===== src/rtl/eerd_pkg.sv =====
package eerd_pkg;

    localparam logic [6:0] DEV_ID  = 7'b1010000;
    localparam logic [7:0] CTRL_WR = {DEV_ID, 1'b0};
    localparam logic [7:0] CTRL_RD = {DEV_ID, 1'b1};
    localparam logic [3:0] ACK_BIT = 4'd8;

    typedef enum logic [3:0] {
        PH_IDLE,
        PH_START,
        PH_HOLD,
        PH_LOW,
        PH_SETUP,
        PH_HIGH,
        PH_RS_LOW,
        PH_RS_PREP,
        PH_STOP_LOW,
        PH_STOP_PREP,
        PH_STOP_HIGH
    } eerd_phase_e;

    typedef struct packed {
        eerd_phase_e phase;
        logic [1:0]  byte_idx;
        logic [3:0]  bit_idx;
        logic [7:0]  addr;
        logic [7:0]  shreg;
        logic        scl_oe;
        logic        sda_oe;
        logic        err;
        logic        done;
        logic        ack_err;
        logic [7:0]  rd_data;
    } eerd_seq_t;

endpackage


===== src/rtl/eerd_remap.sv =====
module eerd_remap #(
    parameter int AW     = 8,
    parameter int OFFSET = 4
) (
    input  logic [AW-1:0] logical,
    output logic [AW-1:0] physical
);
    localparam logic [AW-1:0] OFS = AW'(OFFSET);

    always_comb begin
        physical = (~logical) - OFS;
    end
endmodule


===== src/rtl/eerd_tick.sv =====
module eerd_tick #(
    parameter int HALF_CLKS = 125
) (
    input  logic clk,
    input  logic rst_n,
    input  logic run,
    output logic tick
);
    localparam int            CW  = (HALF_CLKS > 1) ? $clog2(HALF_CLKS) : 1;
    localparam logic [CW-1:0] LIM = CW'(HALF_CLKS - 1);

    logic [CW-1:0] cnt_d, cnt_q;

    always_comb begin
        if (!run || cnt_q == LIM) begin
            cnt_d = '0;
        end else begin
            cnt_d = cnt_q + 1'b1;
        end
        tick = run && (cnt_q == LIM);
    end

    always_ff @(posedge clk or negedge rst_n) begin
        if (!rst_n) begin
            cnt_q <= '0;
        end else begin
            cnt_q <= cnt_d;
        end
    end
endmodule


===== src/rtl/eerd_seq.sv =====
module eerd_seq
    import eerd_pkg::*;
(
    input  logic       clk,
    input  logic       rst_n,
    input  logic       tick,
    input  logic       req_valid,
    input  logic [7:0] req_addr,
    input  logic       sda_in,
    output logic       busy,
    output logic       scl_oe,
    output logic       sda_oe,
    output logic [7:0] rd_data,
    output logic       done,
    output logic       ack_err
);
    localparam eerd_seq_t SEQ_RST = '{
        phase:    PH_IDLE,
        byte_idx: 2'd0,
        bit_idx:  4'd0,
        addr:     8'h00,
        shreg:    8'h00,
        scl_oe:   1'b0,
        sda_oe:   1'b0,
        err:      1'b0,
        done:     1'b0,
        ack_err:  1'b0,
        rd_data:  8'h00
    };

    eerd_seq_t s_d, s_q;
    logic [7:0] tx_byte;
    logic       pull_bit;

    always_comb begin
        case (s_q.byte_idx)
            2'd0:    tx_byte = CTRL_WR;
            2'd1:    tx_byte = s_q.addr;
            default: tx_byte = CTRL_RD;
        endcase
        if (s_q.bit_idx == ACK_BIT || s_q.byte_idx == 2'd3) begin
            pull_bit = 1'b0;
        end else begin
            pull_bit = ~tx_byte[3'd7 - s_q.bit_idx[2:0]];
        end
    end

    always_comb begin
        s_d      = s_q;
        s_d.done = 1'b0;
        case (s_q.phase)
            PH_IDLE: begin
                if (req_valid) begin
                    s_d.phase    = PH_START;
                    s_d.addr     = req_addr;
                    s_d.byte_idx = 2'd0;
                    s_d.bit_idx  = 4'd0;
                    s_d.shreg    = 8'h00;
                    s_d.err      = 1'b0;
                end
            end
            PH_START: if (tick) begin
                s_d.sda_oe = 1'b1;
                s_d.phase  = PH_HOLD;
            end
            PH_HOLD: if (tick) begin
                s_d.scl_oe  = 1'b1;
                s_d.bit_idx = 4'd0;
                s_d.phase   = PH_LOW;
            end
            PH_LOW: if (tick) begin
                s_d.sda_oe = pull_bit;
                s_d.phase  = PH_SETUP;
            end
            PH_SETUP: if (tick) begin
                s_d.scl_oe = 1'b0;
                s_d.phase  = PH_HIGH;
            end
            PH_HIGH: if (tick) begin
                s_d.scl_oe = 1'b1;
                if (s_q.bit_idx != ACK_BIT) begin
                    if (s_q.byte_idx == 2'd3) begin
                        s_d.shreg = {s_q.shreg[6:0], sda_in};
                    end
                    s_d.bit_idx = s_q.bit_idx + 4'd1;
                    s_d.phase   = PH_LOW;
                end else if (s_q.byte_idx != 2'd3 && sda_in) begin
                    s_d.err   = 1'b1;
                    s_d.phase = PH_STOP_LOW;
                end else begin
                    s_d.bit_idx = 4'd0;
                    case (s_q.byte_idx)
                        2'd0: begin
                            s_d.byte_idx = 2'd1;
                            s_d.phase    = PH_LOW;
                        end
                        2'd1: begin
                            s_d.byte_idx = 2'd2;
                            s_d.phase    = PH_RS_LOW;
                        end
                        2'd2: begin
                            s_d.byte_idx = 2'd3;
                            s_d.phase    = PH_LOW;
                        end
                        default: s_d.phase = PH_STOP_LOW;
                    endcase
                end
            end
            PH_RS_LOW: if (tick) begin
                s_d.sda_oe = 1'b0;
                s_d.phase  = PH_RS_PREP;
            end
            PH_RS_PREP: if (tick) begin
                s_d.scl_oe = 1'b0;
                s_d.phase  = PH_START;
            end
            PH_STOP_LOW: if (tick) begin
                s_d.sda_oe = 1'b1;
                s_d.phase  = PH_STOP_PREP;
            end
            PH_STOP_PREP: if (tick) begin
                s_d.scl_oe = 1'b0;
                s_d.phase  = PH_STOP_HIGH;
            end
            PH_STOP_HIGH: if (tick) begin
                s_d.sda_oe  = 1'b0;
                s_d.phase   = PH_IDLE;
                s_d.done    = 1'b1;
                s_d.ack_err = s_q.err;
                s_d.rd_data = s_q.err ? 8'h00 : s_q.shreg;
            end
            default: s_d = SEQ_RST;
        endcase
    end

    always_ff @(posedge clk or negedge rst_n) begin
        if (!rst_n) begin
            s_q <= SEQ_RST;
        end else begin
            s_q <= s_d;
        end
    end

    assign busy    = (s_q.phase != PH_IDLE);
    assign scl_oe  = s_q.scl_oe;
    assign sda_oe  = s_q.sda_oe;
    assign rd_data = s_q.rd_data;
    assign done    = s_q.done;
    assign ack_err = s_q.ack_err;
endmodule


===== src/rtl/eeprom_rd_master.sv =====
module eeprom_rd_master #(
    parameter int HALF_CLKS = 125,
    parameter int REMAP_OFS = 4
) (
    input  logic       clk,
    input  logic       rst_n,
    input  logic       hw_req,
    input  logic [7:0] hw_addr,
    input  logic       sw_req,
    input  logic [7:0] sw_addr,
    output logic       busy,
    output logic       scl_oe,
    output logic       sda_oe,
    input  logic       sda_in,
    output logic [7:0] rd_data,
    output logic       done,
    output logic       ack_err
);
    logic [7:0] hw_phys;
    logic [7:0] req_addr;
    logic       req_valid;
    logic       tick;

    eerd_remap #(
        .AW     (8),
        .OFFSET (REMAP_OFS)
    ) u_remap (
        .logical  (hw_addr),
        .physical (hw_phys)
    );

    always_comb begin
        req_valid = hw_req | sw_req;
        req_addr  = hw_req ? hw_phys : sw_addr;
    end

    eerd_tick #(
        .HALF_CLKS (HALF_CLKS)
    ) u_tick (
        .clk   (clk),
        .rst_n (rst_n),
        .run   (busy),
        .tick  (tick)
    );

    eerd_seq u_seq (
        .clk       (clk),
        .rst_n     (rst_n),
        .tick      (tick),
        .req_valid (req_valid),
        .req_addr  (req_addr),
        .sda_in    (sda_in),
        .busy      (busy),
        .scl_oe    (scl_oe),
        .sda_oe    (sda_oe),
        .rd_data   (rd_data),
        .done      (done),
        .ack_err   (ack_err)
    );
endmodule


===== config.mk =====
export PLATFORM = sky130hd
export DESIGN_NAME = eeprom_rd_master
export DESIGN_NICKNAME = d
export VERILOG_FILES = /design/src/rtl/eerd_pkg.sv /design/src/rtl/eerd_remap.sv /design/src/rtl/eerd_tick.sv /design/src/rtl/eerd_seq.sv /design/src/rtl/eeprom_rd_master.sv
export SDC_FILE = /design/constraint.sdc
export NUM_CORES = 1
export LEC_CHECK = 0
export ABC_AREA = 1
export BUFFER_PORTS_ARGS = -buffer_cell sky130_fd_sc_hd__buf_4
export CORE_UTILIZATION = 60
export CTS_CLUSTER_DIAMETER = 80
export DETAILED_ROUTE_END_ITERATION = 8
export GPL_TIMING_DRIVEN = 0
export PLACE_DENSITY_LB_ADDON = 0.08
export SYNTH_ARGS = -nofsm -noshare
export SYNTH_HDL_FRONTEND = slang
export SYNTH_SLANG_ARGS = --single-unit

===== constraint.sdc =====
create_clock -name clk -period 2.3 [get_ports clk]
set_input_delay 0.345 -clock clk [delete_from_list [all_inputs] [get_ports clk]]
set_output_delay 0.345 -clock clk [all_outputs]
set_load 0.005 [all_outputs]

==> results.md, run 1 <==
- PwrDens: 983 nW/um^2
- Arrival @ worst endpoint: slightly below 2 ns
- Syn_area_per_cell: 7.88 um^2
- Top Ports: 34
- Slowest cell delay on critical path: between 0.4 and 0.5 ns
- Hold Crit Class: input pin to asynchronous set/reset pin
- Post-layout util: 0.723
- Clock Latency Late Sink: ~0.30 ns
- Total gr overflow: 0
- Die H: slightly above 70 um
- Max-slew headroom: 0.619
- Register area share after synthesis: 0.385
- CTS buffer count: 5
- DR WL/cell: approximately 12 um
- Final Power: ~3.4 mW
- Worst Clk Skew: roughly 0.0067 ns
- CP top delay family: simple AND/OR/NAND/NOR gates
- Vias: about 2500
- Count of hold-fix buffers inserted at cts: 0
- Antenna diodes: 0
- Seq cells post-synth: 46
- Status: completed
- Root Driver: clkbuf_8
- # H-tree levels: 2
- Final Wtd Congestion: ~0.9
- Input/output buffers: 33
- Critical path's most frequent cell: nand2_1
- Maximum vdd drop: around 0.75 mV
- Dpl cell area: 3320 um^2
- Rows: 25
- Total GRT Usage: 0.244
- Die Wd: around 73 um
- Hold WS: ~0.025 ns
- Setup crit start kind: register
- Worst reg2reg path startpoint: u_seq.s_q[29]
- Total negative slack: 0 ns
- Final Cycle Share: 0.773
- Buf+Inv Stages, Crit Path: 2
- DR DRC count: 0
- Max frequency: about 0.56 GHz
- CP endpoint kind: register
- Post-CTS Resized: 0
- Type of the worst setup path: register to register
- NumNets Final: about 450
- Clock Tree Buf Depth: 2
- Final Hold Vio Count: 0
- Final instance area: roughly 3400 um^2
- Critical path origin: u_seq.s_q[29]
- CP Cell Sequence: inv_1 > ha_1 > nand3_2 > nand2_1 > nand2_1 > nand3_4 > buf_8 > nand2_1 > o21ai_2
- Reg clk slew, reported paths: 0.09 ns
- RSZ-0062 raised after global routing: no
- Area of the die: roughly 5300 um^2
- Ratio of cells with drive above 1 in the final layout: 0.240
- Max-slew violation count: 0
- Cell count after synthesis: between 300 and 400
- First-pass GRT wire length: roughly 10000 um
- Mapped Area: 2990 um^2
- Worst Path Required: ~2.5 ns
- # Max-Cap Violations: 0
- Worst slew pin tran: about 0.57 ns
- Static Leakage: approximately 1.8 nW
- Vias in the first global route: approximately 2400
- Final Critical Period: 1.78 ns
- Pin count of the biggest net entering global routing: 47
- 1st-iter DRT viols: between 150 and 200
- Post-route ant nets: 0
- CTS sink count: 46
- Pre-antenna DRT Iters: 4
- Post-CTS Setup Repair Bufs: 0
- Peak fanout along the critical path: 10
- Core area: 4750 um^2
- Initial Util: 0.628
- Slowest library cell on the worst path: dfrtp_1
- DR vias/cell: 5.15
- Routed Wire Length: between 5000 and 6000 um
- Final setup viols: 0
- Yosys cell types: 40
- Most common cell after layout, fill and taps aside: nand2_1
- Yosys warns: 0
- Post-Synthesis Net Count: 411
- Initial antenna violation count: 0
- DPL Wire Length: around 4300 um
- Commonest non-fill, non-tap cells in the layout: nand2_1 (115), dfrtp_1 (46), buf_4 (42)
- Layout area overhead: 15.0%
- TritonCTS clock tree: yes
final timing paths:
check | end | slack [ns] | cells past startpoint
hold reg to reg | u_seq.ack_err | 0.48 | 2
hold / removal | u_seq.s_q[37] | 0.03 | 1
max in group asynchronous | u_seq.s_q[34] | 1.88 | 1
setup / recovery | u_seq.s_q[19] | 0.52 | 9
setup reg to reg | u_seq.s_q[19] | 0.52 | 9
min in group clk | u_seq.s_q[21] | 0.31 | 4
area by class of cell:
cell class	instances	area [um^2]
sequential	46	1150
timing repair buffer	33	248
clock inverter	3	48.8
tap	67	83.8
fill	407	1320
multi-input combinational	276	1530
clock buffer	5	68.8
buffer	17	145
inverter	40	158
power by group:
part	total, mW	internal, mW	switching [mW]
Combinational	1.69	0.598	1.09
Sequential	1.06	0.955	0.103
Clock	0.629	0.331	0.298
state kept, by name, summed over array words and instances, names as in the netlist:
name / flops
u_seq.sda_oe: 1
u_seq.s_q: 27
u_tick.cnt_q: 7
u_seq.rd_data: 8
u_seq.ack_err: 1
u_seq.done: 1
u_seq.scl_oe: 1
cell usage after synthesis:
cell       number  share of area
a21oi_1         8          0.013
a31oi_1         1         0.0021
and3_1          2         0.0042
buf_2           2         0.0034
buf_4           9          0.023
buf_6           3          0.011
buf_8           2          0.010
clkbuf_1        1         0.0013
clkinv_1        1         0.0013
dfrtp_1        46           0.39
ha_1           11          0.046
inv_1          29          0.036
inv_2           7         0.0088
inv_4           3         0.0063
mux2i_1         3          0.010
nand2_1       115           0.14
nand2_2         3         0.0063
nand2_4         4          0.015
nand3_1        31          0.052
nand3_2         2         0.0067
nand3_4         3          0.018
nand3b_1        1         0.0025
nand4_1         4         0.0084
nor2_1         18          0.023
nor2_2          3         0.0063
nor2_4          7          0.026
nor3_1          6          0.010
nor3_4          1         0.0054
nor3b_1         2         0.0050
o2111ai_1       1         0.0029
o211ai_1        1         0.0025
o21ai_0        24          0.040
o21ai_1         7          0.012
o21ai_2         8          0.023
o21ai_4         1         0.0054
o22ai_1         2         0.0042
o31ai_1         1         0.0025
or2_2           2         0.0042
xnor2_1         1         0.0029
xor2_1          3         0.0088
cells by family after synthesis:
family          after synthesis  share of synthesized area
flops                        46                      0.385
mux                           3                     0.0101
xor+xnor                      4                     0.0117
simple gates                204                      0.337
compound gates               54                      0.108
buf+inv                      57                      0.101
fa+ha+maj                    11                     0.0461
layer usage:
layer / GRT usage / wire [um]
met5: 0 / 0
met4: 0.0784 / 63
met3: 0.0417 / 275
met2: 0.425 / 2730
met1: 0.308 / 2590
metrics by stage:
step	setup slack [ns]	cells
after floorplan	0.778	379
after global placement	0.566	479
after detailed placement	0.533	479
after CTS	0.515	487
after global routing	0.363	487
final	0.522	487
worst reg2reg max path: stages (launching register included):
cell,delay [ns]
dfrtp_1,0.49
inv_1,0.18
ha_1,0.24
nand3_2,0.15
nand2_1,0.07
nand2_1,0.11
nand3_4,0.13
buf_8,0.17
nand2_1,0.07
o21ai_2,0.06
Note: power is estimated with default switching activity, not from simulation.
==> run 2, diff against run 1 <==
ABC_AREA = 0   (was 1)
CORE_UTILIZATION = 58   (was 60)
clock period = 1.8 ns   (was 2.3 ns; I/O delays follow)
==> run 2 against run 1 <==
Sequential cell count unchanged. Global-route usage up 3.6 points. Die area down 6.5%. Synthesized cell count down 30%. The flow now finishes with violations (setup timing). Largest power group is now sequential cells. First-iteration DRC count up 36%.
==> results.md, run 2 <==
- Hold Crit Class: input pin to register
- Max frequency: 0.527 GHz (-6.3%)
- Setup crit start kind: register
- DR DRC count: 0 (unchanged)
- Yosys cell types: 54 (+35%)
- Dpl ws: -0.337 ns (-0.870 ns)
- Post-Synthesis Net Count: 299 (-27%)
- Final Hold Vio Count: 0 (unchanged)
- Rows: 24 (-4.0%)
- Worst slew pin tran: 0.588 ns (+0.0162 ns)
- Cell count after synthesis: 267 (-30%)
- NumNets Final: 373 (-17%)
- Clock Tree Buf Depth: 2 (unchanged)
- Final WS setup: -0.0967 ns (-0.619 ns)
- CTS sink count: 46 (unchanged)
- Vias: 2491 (-0.68%)
- Static Leakage: 1.62 nW (-7.6%)
- Final Critical Period: 1.90 ns (+0.119 ns)
- # Max-Cap Violations: 0 (unchanged)
- Peak fanout along the critical path: 6 (-4)
- DR vias/cell: 6.32 (+23%)
- Worst Path Required: 2.00 ns (-0.50 ns)
- 1st-iter DRT viols: 239 (+36%)
- Count of flip-flops with a built-in enable after synthesis: 0 (unchanged)
- Vias in the first global route: 2350 (-0.63%)
- Die Wd: 70.2 um (-3.3%)
- DPL Wire Length: 3970 um (-7.4%)
- Count leader, synth: dfrtp_1
- Worst Clk Skew: 0.00777 ns (+0.00110 ns)
- Layout area overhead: 32.8%
- Total gr overflow: 0 (unchanged)
- Commonest non-fill, non-tap cells in the layout: buf_4 (72), dfrtp_1 (41), a22o_1 (18)
- Pre-antenna DRT Iters: 5 (+1)
- Top Ports: 34 (unchanged)
- Syn_area_per_cell: 10.1 um^2 (+28%)
- Final Cycle Share: 1.05 (+0.281)
- Most common cell after layout, fill and taps aside: buf_4
- Input/output buffers: 33 (unchanged)
- CTS buffer count: 5 (unchanged)
- Clock Latency Late Sink: 0.31 ns (about the same)
- Final Wtd Congestion: 0.878 (-2.0%)
- First-pass GRT wire length: 10800 um (+7.6%)
- Max-slew headroom: 0.604 (-0.0149)
- Final setup viols: 13 (+13)
- Yosys top cell by area: dfrtp_1
- Final Power: 1.81 mW (-46%)
- RSZ-0062 raised after global routing: yes
- Yosys top cell area share: 0.427 (+0.0421)
- Total GRT Usage: 0.280 (+0.0359)
- Register area share after synthesis: 0.427 (+0.0421)
- Status: finished with violations
- Post-route ant nets: 0 (unchanged)
- PwrDens: 506 nW/um^2 (-48%)
- Initial antenna violation count: 0 (unchanged)
- Reg with most FFs: u_seq.s_q
- Initial Util: 0.610 (-0.0182)
- CP endpoint kind: register
- R2r setup slk: -0.1 ns (-0.62 ns)
- Fillers: 258 (-37%)
- Reg clk slew, reported paths: 0.09 ns (about the same)
- Root Driver: clkbuf_8
- Routed Wire Length: 7140 um (+26%)
- Failing checks: setup timing
- Max-slew violation count: 0 (unchanged)
- Pin count of the biggest net entering global routing: 47 (unchanged)
- Antenna diodes: 0 (unchanged)
- Area of the die: 4920 um^2 (-6.5%)
- Arrival @ worst endpoint: 2.10 ns (+0.13 ns)
- Maximum vdd drop: 0.313 mV (-58%)
- Die H: 70.2 um (-3.3%)
- DR WL/cell: 18.1 um (+56%)
- Max reg flops: 27 (unchanged)
- Core area: 4410 um^2 (-7.2%)
- Ratio of cells with drive above 1 in the final layout: 0.415 (+0.175)
- Largest cells by area after synthesis: dfrtp_1 (43%), a22o_1 (5.9%), ha_1 (5.1%), mux2i_1 (3.7%), nand2_1 (3.3%)
- Seq cells post-synth: 46 (unchanged)
- Mapped Area: 2690 um^2 (-9.8%)
- Yosys warns: 0 (unchanged)
- # H-tree levels: 2 (unchanged)
- Synth top cells by count: dfrtp_1 (46), nand2_1 (24), a22o_1 (18)
- Type of the worst setup path: register to register
- Asr flop ratio synth: 1.00 (unchanged)
- TritonCTS clock tree: yes
- Top_reg_cell synth: dfrtp_1
==> run 2: cell types whose count changed after synthesis, sizes merged, moves of 6 or more <==
cell    delta
nor2b      +6
nor2      -15
clkbuf     +6
a22o      +18
nand2     -96
o21ai     -22
inv       -29
nand3     -25
mux2i      +7
==> run 2: routing by layer <==
layer  wire length, um  up-vias  track usage
met3               476       30       0.0592
li1                  -     1128            -
met5                 0        -            0
met2              3390      129        0.428
met1              3040     1204        0.380
met4               238        0        0.131
==> run 2: final cells by class <==
class                   count  area, um^2  area share
clock buffers               6        82.6      0.0231
multi-input cells         191        1560       0.436
repair buffers             68         524       0.147
clock inverters             2        12.5     0.00350
flip-flops and latches     46        1160       0.323
inverters                  10        40.0      0.0112
plain buffers              19         136      0.0381
well taps                  52        65.1      0.0182
==> run 2: per-stage QoR <==
step / area, um^2 / hold WS, ns / instances / util / setup TNS (ns)
detailed placement: 3030 / 0.313 / 352 / 0.687 / -8.44
global placement: 3030 / 0.307 / 352 / 0.687 / -8.60
global route: 3580 / 0.228 / 394 / 0.811 / -1.91
finish: 3580 / 0.216 / 394 / 0.811 / -0.795
floorplan: 2720 / -0.0256 / 267 / - / -0.250
CTS: 3410 / 0.203 / 387 / 0.773 / -0.657
==> run 2: what timing repair did <==
action / in CTS / in global routing
endpoints found under the hold margin: 46 / 0
hold buffers: 1 / 0
endpoints found under the setup margin: 39 / 41
buffers inserted: 27 / 6
gates resized for setup: 25 / 33
pin swaps: 9 / 23
cloned: 1 / 1
==> run 2: critical path, stage by stage (launching register included) <==
cell and delay, ns:
dfrtp_1 0.40, inv_2 0.08, ha_4 0.14, nand2_4 0.06, or2_1 0.25, buf_6 0.15, or3_1 0.30, nand4_1 0.11
mux2_4 0.30
==> run 2: cell families after synthesis <==
| family | after synthesis | synth area share |
|---|---|---|
| simple gates | 87 | 0.182 |
| compound gates | 70 | 0.195 |
| flops | 46 | 0.427 |
| buf+inv | 31 | 0.0627 |
| mux | 12 | 0.0497 |
| fa+ha+maj | 11 | 0.0511 |
| xor+xnor | 10 | 0.0325 |
==> run 2: final timing paths <==
kind | start | depth (start not counted) | end
max | u_tick.cnt_q[1] | 8 | u_seq.sda_oe
min reg2reg | u_seq.s_q[27] | 2 | u_seq.s_q[27]
min in group asynchronous | rst_n | 2 | u_seq.rd_data[7]
max in group asynchronous | rst_n | 2 | u_seq.s_q[30]
max reg2reg | u_tick.cnt_q[1] | 8 | u_seq.sda_oe
min | sda_in | 2 | u_seq.s_q[13]
==> run 2: where the power goes <==
part	internal [mW]	switching (mW)	leakage, nW
Clock	0.309	0.368	0.0472
Combinational	0.0477	0.0551	0.966
Sequential	1.03	0	0.610
Total	1.39	0.423	1.62
